==> src/rtl/fpm_pkg.sv <==
package fpm_pkg;

  localparam int FPM_NDIG   = 3;
  localparam int FPM_NSTEP  = 6;
  localparam int FPM_STEP_W = $clog2(FPM_NSTEP);

  typedef enum logic [1:0] {
    ST_IDLE = 2'd0,
    ST_RUN  = 2'd1,
    ST_FIN  = 2'd2
  } fpm_state_e;

  // Issue order: the three low-order products first (their low halves feed
  // the carry), then the two middle products, then the top product.
  // Digit index 0 is the most significant digit.
  function automatic logic [1:0] sched_a(input logic [FPM_STEP_W-1:0] s);
    case (s)
      3'd0: sched_a = 2'd0;
      3'd1: sched_a = 2'd1;
      3'd2: sched_a = 2'd2;
      3'd3: sched_a = 2'd0;
      3'd4: sched_a = 2'd1;
      default: sched_a = 2'd0;
    endcase
  endfunction

  function automatic logic [1:0] sched_b(input logic [FPM_STEP_W-1:0] s);
    case (s)
      3'd0: sched_b = 2'd2;
      3'd1: sched_b = 2'd1;
      3'd2: sched_b = 2'd0;
      3'd3: sched_b = 2'd1;
      3'd4: sched_b = 2'd0;
      default: sched_b = 2'd0;
    endcase
  endfunction

endpackage

==> src/rtl/fpm_negcorr.sv <==
module fpm_negcorr #(
  parameter int W = 48
) (
  input  logic         en,
  input  logic [W-1:0] din,
  output logic [W-1:0] dout,
  output logic         bump
);
  localparam logic [W-1:0] MOST_NEG = {1'b1, {(W-1){1'b0}}};

  logic [W-1:0] neg;

  always_comb begin
    neg  = -din;
    dout = din;
    bump = 1'b0;
    if (en) begin
      if (neg == MOST_NEG) begin
        dout = {1'b0, neg[W-1:1]};
        bump = 1'b1;
      end else begin
        dout = neg;
      end
    end
  end
endmodule

==> src/rtl/fpm_ctrl.sv <==
module fpm_ctrl
  import fpm_pkg::*;
(
  input  logic                  clk,
  input  logic                  rst,
  input  logic                  start,
  output logic                  busy,
  output logic                  load,
  output logic                  acc_en,
  output logic                  fin,
  output logic [FPM_STEP_W-1:0] step
);
  localparam logic [FPM_STEP_W-1:0] LAST_STEP = FPM_STEP_W'(FPM_NSTEP - 1);

  fpm_state_e state;

  assign busy   = (state != ST_IDLE);
  assign load   = (state == ST_IDLE) && start;
  assign acc_en = (state == ST_RUN);
  assign fin    = (state == ST_FIN);

  always_ff @(posedge clk) begin
    if (rst) begin
      state <= ST_IDLE;
      step  <= '0;
    end else begin
      case (state)
        ST_IDLE: if (start) begin
          state <= ST_RUN;
          step  <= '0;
        end
        ST_RUN: begin
          if (step == LAST_STEP) state <= ST_FIN;
          step <= step + 1'b1;
        end
        default: state <= ST_IDLE;
      endcase
    end
  end
endmodule

==> src/rtl/fpm_pp_accum.sv <==
module fpm_pp_accum
  import fpm_pkg::*;
#(
  parameter int DIG_W = 16
) (
  input  logic                        clk,
  input  logic                        rst,
  input  logic                        clr,
  input  logic                        en,
  input  logic [FPM_STEP_W-1:0]       step,
  input  logic [FPM_NDIG*DIG_W-1:0]   mag_a,
  input  logic [FPM_NDIG*DIG_W-1:0]   mag_b,
  output logic [FPM_NDIG*DIG_W-1:0]   acc,
  output logic                        carry
);
  localparam int MANT_W = FPM_NDIG * DIG_W;
  localparam int PP_W   = 2 * DIG_W;
  localparam int LO_W   = DIG_W + 2;

  logic [DIG_W-1:0]  da [FPM_NDIG];
  logic [DIG_W-1:0]  db [FPM_NDIG];
  logic [1:0]        ia, ib;
  logic [2:0]        grp;
  logic [PP_W-1:0]   pp;
  logic [MANT_W-1:0] pp_ext;
  logic [LO_W-1:0]   lo_sum;

  for (genvar k = 0; k < FPM_NDIG; k++) begin : g_dig
    assign da[k] = mag_a[MANT_W-1-k*DIG_W -: DIG_W];
    assign db[k] = mag_b[MANT_W-1-k*DIG_W -: DIG_W];
  end

  assign ia     = sched_a(step);
  assign ib     = sched_b(step);
  assign grp    = {1'b0, ia} + {1'b0, ib};
  assign pp     = da[ia] * db[ib];
  assign pp_ext = {{(MANT_W-PP_W){1'b0}}, pp};
  assign carry  = |lo_sum[LO_W-1:DIG_W];

  always_ff @(posedge clk) begin
    if (rst || clr) begin
      acc    <= '0;
      lo_sum <= '0;
    end else if (en) begin
      case (grp)
        3'd2: begin
          acc    <= acc + (pp_ext >> DIG_W);
          lo_sum <= lo_sum + {2'b00, pp[DIG_W-1:0]};
        end
        3'd1:    acc <= acc + pp_ext;
        default: acc <= acc + (pp_ext << DIG_W);
      endcase
    end
  end
endmodule

==> src/rtl/fracmul_top.sv <==
module fracmul_top
  import fpm_pkg::*;
#(
  parameter int DIG_W = 16,
  parameter int EXP_W = 10
) (
  input  logic                      clk,
  input  logic                      rst,
  input  logic                      start,
  input  logic [FPM_NDIG*DIG_W-1:0] a_mant,
  input  logic [EXP_W-1:0]          a_exp,
  input  logic [FPM_NDIG*DIG_W-1:0] b_mant,
  input  logic [EXP_W-1:0]          b_exp,
  output logic                      busy,
  output logic                      done,
  output logic [FPM_NDIG*DIG_W-1:0] p_mant,
  output logic [EXP_W-1:0]          p_exp
);
  localparam int MANT_W = FPM_NDIG * DIG_W;

  logic                  load, acc_en, fin;
  logic [FPM_STEP_W-1:0] step;

  logic [MANT_W-1:0] op_m   [2];
  logic [MANT_W-1:0] op_mag [2];
  logic              op_bmp [2];

  logic [MANT_W-1:0] mag_a_r, mag_b_r;
  logic              sign_r, zero_r;
  logic [EXP_W-1:0]  exp_r;

  logic [MANT_W-1:0] acc, kept, res_m;
  logic              carry, res_bmp;

  fpm_ctrl u_ctrl (
    .clk(clk), .rst(rst), .start(start), .busy(busy),
    .load(load), .acc_en(acc_en), .fin(fin), .step(step)
  );

  assign op_m[0] = a_mant;
  assign op_m[1] = b_mant;

  for (genvar k = 0; k < 2; k++) begin : g_opnd
    fpm_negcorr #(.W(MANT_W)) u_cond (
      .en(op_m[k][MANT_W-1]), .din(op_m[k]),
      .dout(op_mag[k]), .bump(op_bmp[k])
    );
  end

  always_ff @(posedge clk) begin
    if (rst) begin
      mag_a_r <= '0;
      mag_b_r <= '0;
      sign_r  <= 1'b0;
      zero_r  <= 1'b0;
      exp_r   <= '0;
    end else if (load) begin
      mag_a_r <= op_mag[0];
      mag_b_r <= op_mag[1];
      sign_r  <= a_mant[MANT_W-1] ^ b_mant[MANT_W-1];
      zero_r  <= (a_mant == '0) || (b_mant == '0);
      exp_r   <= a_exp + b_exp + EXP_W'(op_bmp[0]) + EXP_W'(op_bmp[1])
                 + EXP_W'(1);
    end
  end

  fpm_pp_accum #(.DIG_W(DIG_W)) u_acc (
    .clk(clk), .rst(rst), .clr(load), .en(acc_en), .step(step),
    .mag_a(mag_a_r), .mag_b(mag_b_r), .acc(acc), .carry(carry)
  );

  assign kept = acc + MANT_W'(carry);

  fpm_negcorr #(.W(MANT_W)) u_restore (
    .en(sign_r), .din(kept), .dout(res_m), .bump(res_bmp)
  );

  always_ff @(posedge clk) begin
    if (rst) begin
      done   <= 1'b0;
      p_mant <= '0;
      p_exp  <= '0;
    end else begin
      done <= fin;
      if (fin) begin
        if (zero_r) begin
          p_mant <= '0;
          p_exp  <= '0;
        end else begin
          p_mant <= res_m;
          p_exp  <= exp_r + EXP_W'(res_bmp);
        end
      end
    end
  end
endmodule

==> config.mk <==
export PLATFORM = sky130hd
export DESIGN_NAME = fracmul_top
export DESIGN_NICKNAME = d
export VERILOG_FILES = /design/src/rtl/fpm_pkg.sv /design/src/rtl/fpm_negcorr.sv /design/src/rtl/fpm_ctrl.sv /design/src/rtl/fpm_pp_accum.sv /design/src/rtl/fracmul_top.sv
export SDC_FILE = /design/constraint.sdc
export NUM_CORES = 2
export LEC_CHECK = 0
export BUFFER_PORTS_ARGS = -buffer_cell sky130_fd_sc_hd__buf_2
export CORE_ASPECT_RATIO = 1.2
export CORE_MARGIN = 2
export CORE_UTILIZATION = 30
export CTS_CLUSTER_SIZE = 12
export DETAILED_ROUTE_END_ITERATION = 6
export SETUP_SLACK_MARGIN = 0.02
export SLEW_MARGIN = 25
export SYNTH_ARGS = -nofsm -noshare
export SYNTH_HDL_FRONTEND = slang
export SYNTH_SLANG_ARGS = --single-unit
==> constraint.sdc <==
create_clock -name clk -period 10.7 [get_ports clk]
set_input_delay 2.14 -clock clk [delete_from_list [all_inputs] [get_ports clk]]
set_output_delay 2.14 -clock clk [all_outputs]
set_load 0.02 [all_outputs]
After elaboration in Yosys (flattened, before gate mapping)
Cells that the tools add are included.
Cells by class
  add/subtract/negate cells: 15
  $mul: 1
  $lt $le $gt $ge: 2
  equality and inequality tests: 14
  mux-type cells: 28
  bitwise gates (word level): 3
  reductions and logical operators: 15
Operators by type and width (number)
  $mux W48: 7
  $eq A48 B48 Y1 const B: 3
  $neg A48 Y48: 3
  $logic_not A48 Y1: 2
  $pmux W48 S2: 1
  $bmux W16 S2: 2
  $mux W16: 4
  $add A48 B1 Y48: 1
  $add A48 B16 Y48: 1
  $add A48 B32 Y48: 1
  $add A48 B48 Y48: 1
  $mul A16 B16 Y32: 1
  $add A10 B1 Y10: 3
  $add A18 B16 Y18: 1
  $pmux W2 S2: 3
  $add A10 B1 Y10 const B: 1
  $add A10 B10 Y10: 1
  $mux W10: 1
  $eq A3 B2 Y1 const B: 3
  $eq A3 B1 Y1 const B: 2
  $eq A3 B3 Y1 const B: 2
  $ge A3 B3 Y1 const B: 2
  $mux W1: 6
  $not A2 Y3: 2
  other kinds (17): 24
Storage, ports and cells
  flip-flop bits (word level): 238
  input bits: 119
  output and inout port bits: 60
  logic and storage cells: 90

Longest topological paths before layout
  depth after elaboration: 10
  depth in mapped cells: 52
  gate-level depth less buffers: 49

Hierarchy
Synthesis repeated with hierarchy kept, for this count alone.
Unflattened totals
  cells, all modules: 4031
  area total of the unflattened synthesis: 31008.5 µm²
Modules (own cells, without submodules)
  fpm_pp_accum: instances 1, cells each 2071, area an instance 16139.2 µm²
  fracmul_top: instances 1, cells each 889, area an instance 7848.8 µm²
  fpm_negcorr: instances 3, cells each 348, area an instance 2258.4 µm²
  fpm_ctrl: instances 1, cells each 27, area an instance 245.2 µm²

Least setup slack after synthesis
OpenSTA, ideal clock, no wires.
  kind: reg-to-reg
  from: reg u_ctrl.step[1]
  to: reg u_acc.acc[47]
  arrival: 11207 ps
  required time: 10555 ps
  setup slack: -651 ps
  cell stages (with the launch flop): 46
  buffers on the path: 1
  period minus slack after synthesis: 11351 ps
  cell sequence: dfxtp_1 inv_1 ha_1 clkinv_1 nor2_1 a21oi_1 clkbuf_1 mux2i_1 o21ai_0 nand2_1 fa_1 fa_1 fa_1 fa_1 inv_1 fa_1 inv_1 fa_1 (+10 left out) o21bai_1 a21oi_1 xor2_1 o21ai_0 ha_1 a21o_1 a21o_1 a21oi_1 o21ai_0 a221oi_1 o21ai_0 a41oi_1 o211a_1 a221oi_1 nand3_1 mux2i_1 a41oi_1 o311ai_0
Between the ends
  cells in the longest elaborated chain, start to end: 10
  elaborated cells on any way between the ends: 25
Ends and longest elaborated chain
  start: declaration: RTL line fpm_ctrl.sv:11  | output logic [FPM_STEP_W-1:0] step
  start signal: assignment: RTL line fpm_ctrl.sv:34  | step <= step + 1'b1;
  $eq A3 B3 Y1, or another cell as far along: RTL line fpm_pkg.sv:17  | case (s)
  $reduce_or A2 Y1 (no line)
  $pmux W2 S2 (on tied branches): RTL line fpm_pkg.sv:17, fpm_pkg.sv:28
  $not A2 Y3 (not written as such): RTL line fpm_pp_accum.sv:36  | assign pp = da[ia] * db[ib];
  $bmux W16 S2: RTL line fpm_pp_accum.sv:36
  $mux W16 (not written as such) (2 in series): RTL line fpm_pp_accum.sv:36
  $mul A16 B16 Y32: RTL line fpm_pp_accum.sv:36
  $add A48 B48 Y48, or another cell as far along: RTL line fpm_pp_accum.sv:51  | default: acc <= acc + (pp_ext << DIG_W);
  $pmux W48 S2 (*): RTL line fpm_pp_accum.sv:45  | case (grp)
  end signal: assignment: RTL line fpm_pp_accum.sv:47  | acc <= acc + (pp_ext >> DIG_W);
  end signal: assignment: RTL line fpm_pp_accum.sv:50  | 3'd1: acc <= acc + pp_ext;
  end signal: assignment: RTL line fpm_pp_accum.sv:51
  end: declaration: RTL line fpm_pp_accum.sv:13  | output logic [FPM_NDIG*DIG_W-1:0] acc,
Mark *: on every way between the ends. The rest lies on a longest branch, timed or not. The select of a mux whose other input is x is not followed.
A chain may end at the register's enable or synchronous reset.

Worst setup path in the final report
  from: reg u_ctrl.step[1]
  to: reg u_acc.acc[45]
The elaborated chain is that of the path after synthesis.

==> out/metrics.cfg <==
[route]
routed_wl_um = 95080
vias = 27740
drt_iter0_drc = 1759
dr.pass1.iters = 6
drc = 0
wl_per_cell_um = 17.97
drtAntennaViolNets = 0
vias_per_cell = 5.241

[floorplanning]
dieArea_um2 = 99920
die_h_um = 345.9
design.core.area_um2 = 96660
start_util_pct = 30.23
ios = 179
rows = 125
die_w_um = 288.9

[power]
finalPower_uw = 4188
p_sw_uw = 1790
p_leak_uw = 0.01445
pwr-share-clk_pct = 25.5
pwr-share-seq_pct = 23.8
p_per_area_nw_per_um2 = 125.4
p_sw_share_pct = 42.75
cell_internal_pwr_uw = 2398
pwr-share-comb_pct = 50.7
vdd_drop_max_uv = 125.0

[global_routing]
antenna_found_initial = 5
grt_pass1_vias = 26620
grt_overflow = 0
track_usage_pct = 18.51
grt_pass1_wl_um = 149400
grt_max_degree = 95

[clock_network]
cts_tree = built
root_buffer = clkbuf_16
clk_pin_slew_worst_paths_ns = 0.06
cts_max_level = 1
cts_buffer_depth = 3
clk_latency_ns = 0.60
cts_buffers = 30
cts_sinks = 238

[layout]
fin_util_pct = 34.54
nets = 4533
diodes = 0
drive_gt1_share_pct = 12.68
layout.cells.non_filler = 5292
syn2layout_area_growth_pct = 14.26

[setup_path]
crit_fanout = 7
crit_path_frequent_cell = fa_1
r2r-start = u_ctrl.step[1]
slowest_delay_ns = 0.56
arrival_ns = 10.68
reg2reg_depth = 47
timing.rr.end = u_acc.acc[45]
cp-start-kind = flip-flop
crit_required_ns = 11.21
slowest_stage = fa_1
cp-end-kind = flip-flop
ff2ff_setup_slack_ns = 0.53
critical_path_class = reg2reg

[timing]
fin_crit_ns = 10.17
hold_viol = 0
finClkSkew_ns = 0.01627
max_slew_margin_pct = 34.50
tightest_slew_ns = 0.9736
tns_ns = 0
maxSlewViolCount = 0
post-route-period-util_pct = 95.00
setup_viol = 0
fmax_ghz = 0.09837

[logic_synthesis]
yosysTopAreaCell = dfxtp_1
synth_cell_types = 88
synth_top_cells_by_count = 431 x nand2_1, 426 x nor2_1, 307 x inv_1, 238 x dfxtp_1, 220 x a21oi_1
ys_seq_area_share_pct = 16.31
netlist_instances = 3851
synth-seq-cells = 238
synth_most_common_cell = nand2_1
ys.flop_type = dfxtp_1
avgSynthCellArea_um2 = 7.587
yosysWarnings = 0
syn-num-nets = 4384
synthesis.area_um2 = 29220
synthTopCellsByArea = dfxtp_1 16%, fa_1 14%, ha_1 9.2%, nand2_1 5.5%, nor2_1 5.5%
synth_top_area_share_pct = 16.31
synth-edff-count = 0
synthArstFlopShare_pct = 0

[placement]
hpwl_um = 75630
port_buffers = 178
gp_congestion = 0.9460
placed_cells = 5205

[min_path]
hold_path_depth = 2
hold_class = reg2reg
hold-path-endpoint = u_acc.lo_sum[12]
min_from = u_acc.lo_sum[12]

[job]
cap_violations = 0

[status]
status = finished clean

## stage by stage
stage,instance area (um2),setup WS (ns),hold slack (ns)
floorplan,29250,0.08718,0.4316
global placement,31900,0.1330,0.4425
detailed placement,31900,-0.07402,0.4511
CTS,32930,0.05824,0.4597
global route,33390,-0.07247,0.4718
finish,33390,0.5347,0.4581
## flip-flops by register name, indices dropped and copies added, names as in the netlist
register	count
p_exp	10
p_mant	48
u_acc.lo_sum	18
u_ctrl.state	2
mag_a_r	48
mag_b_r	48
u_acc.acc	48
exp_r	10
sign_r	1
zero_r	1
u_ctrl.step	3
done	1
## worst max-delay path by stage
stage	from	end	depth (start not counted)
2_1_floorplan	u_ctrl.step[2]	u_acc.acc[47]	47
3_3_place_gp	u_ctrl.step[1]	u_acc.acc[33]	48
3_5_place_dp	u_ctrl.step[0]	u_acc.acc[33]	47
4_1_cts	u_ctrl.step[0]	u_acc.acc[27]	47
5_1_grt	u_ctrl.step[1]	u_acc.acc[27]	50
6_report	u_ctrl.step[1]	u_acc.acc[45]	47
## placed cells by master (no fill, tap or decap), types with 27 or more instances in the layout
cell and count:
nor2_1 422, or3_1 45, nor4_1 54, mux2i_1 43, nand2_1 430, buf_4 152
or2_2 28, fa_1 200, a21o_1 47, a31oi_1 46, xnor2_1 154, nand3_1 92
a211oi_1 81, buf_2 177, xor2_1 140, o21bai_1 27, and2_1 33, dfxtp_1 236
o21ai_0 147, nand4_1 50, a21oi_1 212, nand2b_1 38, clkbuf_16 31, or4_1 31
nor2b_1 30, ha_1 209, nor3_1 97, o31ai_1 37, o21a_1 35, inv_1 306
a22oi_1 48
## logic make-up (layout without fill, tap and decap cells)
logic type	after synthesis	count (layout)	synth area share, %
AOI/OAI and AO/OA	861	861	19.11
xor gates and xnor gates	295	295	8.843
adders and majority gates	414	414	22.87
muxes	56	56	1.957
buffers and inverters	531	702	6.933
and+or+nand+nor	1456	1456	23.98
DFF	238	238	16.31
## critical path: cells and delay by family (launching register included)
| kind | cells | cell delay [ns] |
|---|---|---|
| xor gates and xnor gates | 1 | 0.21 |
| and+or+nand+nor | 8 | 1.51 |
| DFF | 1 | 0.33 |
| AOI/OAI and AO/OA | 17 | 2.81 |
| buffers and inverters | 12 | 1.29 |
| adders and majority gates | 9 | 3.89 |
## what timing repair did
item / in CTS / in global routing
setup endpoints to repair: 11 / 29
setup buffers: 0 / 30
pin swaps: 1 / 23
hold buffers: 0 / 0
gates resized for setup: 3 / 53
gates cloned: 0 / 3
## final cells by class
| class | count | area [um2] |
|---|---|---|
| clock buffer | 43 | 900.9 |
| clock inverter | 11 | 123.9 |
| sequential | 238 | 4767 |
| timing repair buffer | 340 | 2186 |
| fill | 10270 | 63270 |
| inverter | 308 | 1156 |
| multi-input combinational | 3082 | 22660 |
| tap | 1270 | 1589 |
## per-layer routing
layer / track usage (%) / vias up / wire, um
met1: 23.62 / 13070 / 40750
met3: 1.827 / 174 / 4658
met5: 0 / - / 0
met4: 5.670 / 0 / 3406
met2: 32.53 / 792 / 46260
li1: - / 13710 / -
## power by group through the flow
stage | registers, uW | logic [uW] | clock network [uW]
after floorplan | 985 | 1470 | 0
final | 998 | 2120 | 1070
after global routing | 1000 | 2360 | 1130
after detailed placement | 1020 | 2070 | 0
after global placement | 1020 | 2050 | 0
after CTS | 997 | 2080 | 1090
(Power assumes the default switching activity.)
